===== src/rtl/tmr_pkg.sv =====
package tmr_pkg;

  localparam int unsigned REG_ADDR_W = 2;
  localparam int unsigned ENT_PERIODIC_BIT = 17;
  localparam int unsigned ENT_MASK_BIT = 16;
  localparam int unsigned DIV_HI_BIT = 3;

  typedef enum logic [REG_ADDR_W-1:0] {
    ADDR_START = 2'd0,
    ADDR_LIVE  = 2'd1,
    ADDR_DIV   = 2'd2,
    ADDR_CTRL  = 2'd3
  } reg_addr_e;

  typedef struct packed {
    logic       periodic;
    logic       masked;
    logic [7:0] vector;
  } ctrl_entry_t;

endpackage


===== src/rtl/tmr_regs.sv =====
module tmr_regs
  import tmr_pkg::*;
#(
  parameter int unsigned DATA_W = 32,
  parameter int unsigned CODE_W = 3
) (
  input  logic                  clk,
  input  logic                  rst_n,
  input  logic                  wr_en,
  input  logic [REG_ADDR_W-1:0] addr,
  input  logic [DATA_W-1:0]     wdata,
  input  logic [DATA_W-1:0]     live_count,
  output logic [DATA_W-1:0]     rdata,
  output logic [DATA_W-1:0]     start_q,
  output logic [CODE_W-1:0]     div_code,
  output ctrl_entry_t           ctrl_q,
  output logic                  start_load
);

  localparam ctrl_entry_t CTRL_RST = '{periodic: 1'b0, masked: 1'b1, vector: 8'h00};

  logic        start_en, div_en, ctrl_en;
  logic [DATA_W-1:0] start_d;
  logic [CODE_W-1:0] div_d, div_q;
  ctrl_entry_t ctrl_d;

  // write decode
  always_comb begin
    start_en = wr_en && (addr == ADDR_START);
    div_en   = wr_en && (addr == ADDR_DIV);
    ctrl_en  = wr_en && (addr == ADDR_CTRL);
    start_d  = wdata;
    div_d    = {wdata[DIV_HI_BIT], wdata[CODE_W-2:0]};
    ctrl_d.periodic = wdata[ENT_PERIODIC_BIT];
    ctrl_d.masked   = wdata[ENT_MASK_BIT];
    ctrl_d.vector   = wdata[7:0];
  end

  always_ff @(posedge clk or negedge rst_n) begin
    if (!rst_n) begin
      start_q <= '0;
      div_q   <= '0;
      ctrl_q  <= CTRL_RST;
    end else begin
      if (start_en) start_q <= start_d;
      if (div_en)   div_q   <= div_d;
      if (ctrl_en)  ctrl_q  <= ctrl_d;
    end
  end

  assign start_load = start_en;
  assign div_code   = div_q;

  // readback mux
  always_comb begin
    rdata = '0;
    unique case (addr)
      ADDR_START: rdata = start_q;
      ADDR_LIVE:  rdata = live_count;
      ADDR_DIV: begin
        rdata[DIV_HI_BIT]   = div_q[CODE_W-1];
        rdata[CODE_W-2:0]   = div_q[CODE_W-2:0];
      end
      ADDR_CTRL: begin
        rdata[ENT_PERIODIC_BIT] = ctrl_q.periodic;
        rdata[ENT_MASK_BIT]     = ctrl_q.masked;
        rdata[7:0]              = ctrl_q.vector;
      end
      default: rdata = '0;
    endcase
  end

endmodule


===== src/rtl/tmr_prescaler.sv =====
module tmr_prescaler #(
  parameter int unsigned CODE_W = 3
) (
  input  logic              clk,
  input  logic              rst_n,
  input  logic [CODE_W-1:0] div_code,
  output logic              tick
);

  localparam int unsigned PRE_W = (1 << CODE_W) - 1;

  logic [PRE_W-1:0]  pre_q, pre_d;
  logic [PRE_W-1:0]  low_mask;
  logic [CODE_W-1:0] shift;

  assign shift = div_code + 1'b1;  // wraps, so the all-ones code gives shift 0

  always_comb pre_d = pre_q + 1'b1;

  always_ff @(posedge clk or negedge rst_n) begin
    if (!rst_n) pre_q <= '0;
    else        pre_q <= pre_d;
  end

  for (genvar i = 0; i < PRE_W; i++) begin : g_low_mask
    assign low_mask[i] = (int'(shift) > i);
  end

  // carry out of bit shift-1; with shift 0 the mask is empty and tick is constant high
  assign tick = &(pre_q | ~low_mask);

endmodule


===== src/rtl/tmr_counter.sv =====
module tmr_counter #(
  parameter int unsigned CNT_W = 32,
  parameter int unsigned VEC_W = 8
) (
  input  logic             clk,
  input  logic             rst_n,
  input  logic             tick,
  input  logic             load,
  input  logic [CNT_W-1:0] load_val,
  input  logic [CNT_W-1:0] reload_val,
  input  logic             periodic,
  input  logic             masked,
  input  logic [VEC_W-1:0] vector,
  output logic [CNT_W-1:0] count_q,
  output logic             running_q,
  output logic             irq_valid,
  output logic [VEC_W-1:0] irq_vector
);

  logic [CNT_W-1:0] count_d;
  logic             running_d;
  logic             expire;
  logic             irq_d;
  logic [VEC_W-1:0] vec_d;

  always_comb begin
    count_d   = count_q;
    running_d = running_q;
    expire    = 1'b0;
    if (load) begin
      count_d   = load_val;
      running_d = 1'b1;
    end else if (running_q && tick) begin
      if (count_q != '0) begin
        count_d = count_q - 1'b1;
      end else if (periodic) begin
        if (reload_val != '0) begin
          count_d = reload_val;
          expire  = 1'b1;
        end else begin
          running_d = 1'b0;
        end
      end else begin
        running_d = 1'b0;
        expire    = 1'b1;
      end
    end
    irq_d = expire && !masked;
    vec_d = irq_d ? vector : irq_vector;
  end

  always_ff @(posedge clk or negedge rst_n) begin
    if (!rst_n) begin
      count_q    <= '0;
      running_q  <= 1'b0;
      irq_valid  <= 1'b0;
      irq_vector <= '0;
    end else begin
      count_q    <= count_d;
      running_q  <= running_d;
      irq_valid  <= irq_d;
      irq_vector <= vec_d;
    end
  end

endmodule


===== src/rtl/irq_countdown_timer.sv =====
module irq_countdown_timer
  import tmr_pkg::*;
#(
  parameter int unsigned DATA_W = 32,
  parameter int unsigned CODE_W = 3,
  parameter int unsigned VEC_W  = 8
) (
  input  logic                  clk,
  input  logic                  rst_n,
  input  logic                  wr_en,
  input  logic [REG_ADDR_W-1:0] addr,
  input  logic [DATA_W-1:0]     wdata,
  output logic [DATA_W-1:0]     rdata,
  output logic                  irq_valid,
  output logic [VEC_W-1:0]      irq_vector
);

  logic [1:0]        rst_sync_q;
  logic              rst_n_int;
  logic [DATA_W-1:0] live_w;
  logic [DATA_W-1:0] start_w;
  logic [CODE_W-1:0] code_w;
  ctrl_entry_t       ctrl_w;
  logic              load_w;
  logic              tick_w;
  logic              running_w;

  // asynchronous assertion, synchronous release
  always_ff @(posedge clk or negedge rst_n) begin
    if (!rst_n) rst_sync_q <= 2'b00;
    else        rst_sync_q <= {rst_sync_q[0], 1'b1};
  end
  assign rst_n_int = rst_sync_q[1];

  tmr_regs #(.DATA_W(DATA_W), .CODE_W(CODE_W)) u_regs (
    .clk        (clk),
    .rst_n      (rst_n_int),
    .wr_en      (wr_en),
    .addr       (addr),
    .wdata      (wdata),
    .live_count (live_w),
    .rdata      (rdata),
    .start_q    (start_w),
    .div_code   (code_w),
    .ctrl_q     (ctrl_w),
    .start_load (load_w)
  );

  tmr_prescaler #(.CODE_W(CODE_W)) u_pre (
    .clk      (clk),
    .rst_n    (rst_n_int),
    .div_code (code_w),
    .tick     (tick_w)
  );

  tmr_counter #(.CNT_W(DATA_W), .VEC_W(VEC_W)) u_cnt (
    .clk        (clk),
    .rst_n      (rst_n_int),
    .tick       (tick_w),
    .load       (load_w),
    .load_val   (wdata),
    .reload_val (start_w),
    .periodic   (ctrl_w.periodic),
    .masked     (ctrl_w.masked),
    .vector     (ctrl_w.vector),
    .count_q    (live_w),
    .running_q  (running_w),
    .irq_valid  (irq_valid),
    .irq_vector (irq_vector)
  );

endmodule


===== config.mk =====
export PLATFORM = sky130hd
export DESIGN_NAME = irq_countdown_timer
export DESIGN_NICKNAME = d
export VERILOG_FILES = /design/src/rtl/tmr_pkg.sv /design/src/rtl/tmr_regs.sv /design/src/rtl/tmr_prescaler.sv /design/src/rtl/tmr_counter.sv /design/src/rtl/irq_countdown_timer.sv
export SDC_FILE = /design/constraint.sdc
export NUM_CORES = 1
export LEC_CHECK = 0
export ABC_AREA = 1
export CORE_ASPECT_RATIO = 1.75
export CORE_MARGIN = 2
export CORE_UTILIZATION = 61
export CTS_CLUSTER_DIAMETER = 120
export DETAILED_ROUTE_END_ITERATION = 10
export GPL_TIMING_DRIVEN = 1
export PLACE_DENSITY = 0.95
export SYNTH_ARGS = -nofsm -noshare
export SYNTH_HDL_FRONTEND = slang
export SYNTH_HIERARCHICAL = 1
export SYNTH_SLANG_ARGS = --single-unit

===== constraint.sdc =====
create_clock -name clk -period 8.39 [get_ports clk]
set_input_delay 1.2585 -clock clk [delete_from_list [all_inputs] [get_ports clk]]
set_output_delay 1.2585 -clock clk [all_outputs]
set_load 0.05 [all_outputs]

==> summary.txt <==
Outcome
  – Status: complete, no violations

Die
  – IO Pins: slightly below 80
  – Width of the die: approximately 80 µm
  – # rows: 48
  – Die area: around 11000 µm²
  – Chip height: between 100 and 150 µm
  – Initial Util: approximately 63%
  – Core area: between 9000 and 10000 µm²

Critical path
  – Crit end category: flop
  – Worst-path fanout max: 57
  – Setup crit start kind: input pin
  – RR Endpoint: u_cnt/count_q[2]
  – RR Startpoint: u_regs/div_code[0]
  – WP data required: ~8700 ps
  – Critical path arrival: approximately 5600 ps
  – R2R Setup Slk: 5500 ps
  – Setup CP Type: in2reg
  – Worst Reg-to-Reg Cells: 14

Cells and area
  – Antenna diode count: 0
  – Commonest non-fill, non-tap cell in the layout: nand2_1
  – Commonest non-fill, non-tap cells in the layout: 454 x nand2_1, 94 x dfrtp_1, 89 x nand3_1
  – Area growth from synthesis to layout: 16.57%
  – Layout cell share with drive strength beyond 1: 6.780%
  – # nets final: roughly 1000

Placement
  – DP HPWL: 12800 µm
  – Number of buffers added on ports: 77
  – Gpl congestion: between 0.9 and 1

Clock tree
  – Clk sink count: 96
  – Num CTS Buffers: 9
  – Clk Latency, worst-skew pair: around 350 ps
  – CTS H-tree lvls: 3
  – PostCTS Resize Cnt: 0
  – Post-CTS Setup Bufs: 0
  – Clock transition at path regs: roughly 70 ps
  – Clock Tree Buf Depth: 2
  – CTS root buffer: clkbuf_16
  – CTS tree: built
  – Post-CTS Hold Buffers: 0

STA
  – Setup_tns: 0 ps
  – Hold_ws: 246.9 ps
  – Fin. Hold Viols: 0
  – Clock Skew: 5.539 ps
  – Final slew viol count: 0
  – Crit share post-route: a little under two thirds
  – Fin crit period: 5357 ps
  – # setup viols final: 0
  – Fmax: between 150 and 200 MHz
  – Slew headroom: between 30% and 40%
  – RSZ-0062 raised after global routing: false
  – Worst Max-Slew Pin Slew: approximately 940 ps

Power
  – Leakage: 3.735 nW
  – Maximum vdd drop: between 0.15 and 0.2 mV
  – Power per cell area: 272.6 nW/µm²

Synthesis
  – Largest cells by area after synthesis: dfrtp_1 38%, nand2_1 27%, nand3_1 7.2%
  – Synth unique cells: 36
  – Cells after synthesis: between 900 and 1000
  – Number of synthesized flops with an enable pin: 0
  – Syn_nets: roughly 1000
  – Synthesized cell area: around 6200 µm²
  – Yosys reg bits: 96
  – Predominant post-synthesis flop cell: dfrtp_1
  – Async SR Flop Fraction: 100.0%
  – Synth warn: 6
  – Synth area leader: dfrtp_1
  – Register area share after synthesis: between 30 and 40%
  – Avg Inst Size Synth: 6.646 µm²
  – Top cell type's share of synthesized area: a little under two fifths

Routing
  – Drt first pass iters: 7
  – Vias per std cell: roughly 5.6
  – Routed vias: between 6000 and 7000
  – Initial DRC count: between 500 and 600
  – DRT Wirelength: ~18000 µm
  – Routed wire per std cell: roughly 16 µm
  – DRC viols: 0
  – DRT antenna net count: 0

GRT
  – Grt total ovfl: 0
  – Initial antenna violation count: 0
  – Global-route wire length before repair: ~29000 µm
  – Largest net degree at the start of global routing: 69
  – Aggregate global-route resource usage: about 34%
  – Vias in the first global route: ~6300

Worst hold path
  – Hold crit path type: reg2async

Flow run
  – Max-cap violations: 0
## per-stage QoR
step	utilization (%)	worst slack [ps]	total power, W	cell area, µm²	cells
after global routing	73.18	2861	0.002096	7252	1128
after detailed placement	70.24	2932	0.001545	6960	1112
after floorplan	-	4926	0.001295	6221	936
after CTS	73.18	3176	0.001961	7252	1128
final	73.18	3033	0.001977	7252	1128
after global placement	70.24	3083	0.001523	6960	1112
## synth_stat cells (4+ instances only)
library cell,number
buf_2,11
buf_6,11
clkbuf_1,6
dfrtp_1,95
ha_1,8
inv_1,61
inv_2,4
nand2_1,454
nand2_2,14
nand3_1,89
nand4_1,9
nor2_1,89
nor2_2,6
nor2_4,4
o21ai_0,10
o21ai_1,11
o21ai_2,10
o21bai_1,4
xnor2_1,4
xor2_1,15
## power by group
part / switching, W / total (W) / internal (W)
Sequential: 0.000161 / 0.000724 / 0.000563
Clock: 0.000179 / 0.000412 / 0.000233
Combinational: 0.000554 / 0.000840 / 0.000286
Total: 0.000895 / 0.00198 / 0.00108
## cells by family after synthesis
kind of cell	Yosys count	share of synthesized area, %
AO/OA/AOI/OAI	37	3.922
XOR/XNOR	19	2.675
adder cells (fa/ha/maj)	8	1.609
buffers and inverters	100	7.944
flip-flops	96	38.64
other	1	0.06028
AND/OR/NAND/NOR	675	45.15
## registers in the layout, indices dropped and copies added (netlist names)
name              count
rst_sync_q            2
u_cnt/count_q        32
u_cnt/irq_valid       1
u_cnt/irq_vector      8
u_cnt/running_q       1
u_pre/pre_q           7
u_regs/ctrl_q        10
u_regs/div_code       3
u_regs/start_q       32
## routing by layer
layer / part of all wire, % / track usage [%]
met5: 0 / 0
met4: 6.8 / 25.80
met3: 6.0 / 3.342
met2: 51 / 60.28
met1: 36 / 35.54
## final cells by class
| class | count | area, µm² |
|---|---|---|
| clock buffer | 12 | 236.5 |
| sequential | 96 | 2407 |
| multi-input combinational | 740 | 3326 |
| timing repair buffer | 82 | 808.3 |
| tap | 125 | 156.4 |
| fill | 769 | 2658 |
| inverter | 69 | 262.8 |
| clock inverter | 4 | 55.05 |
## critical path: stages
cell and delay (ps):
clkdlybuf4s50_1 650, nor2_4 790, nand2_2 80, buf_4 310, inv_2 80, buf_4 450
clkinv_1 730, nand2_1 340, o21ai_4 70, buf_4 260, inv_4 330, nand2_1 120
nand2_1 90
## how the worst max path moves through the flow
stage,startpoint,end,cells after the start,slack [ps]
floorplan,addr[0],rdata[8],7,4930
global placement,addr[1],u_cnt/count_q[13],13,3080
detailed placement,addr[1],u_cnt/count_q[6],13,2930
CTS,addr[0],rdata[6],6,3180
global route,addr[1],u_cnt/count_q[26],13,2860
finish,addr[1],u_cnt/count_q[2],13,3030
(Power assumes the default switching activity.)
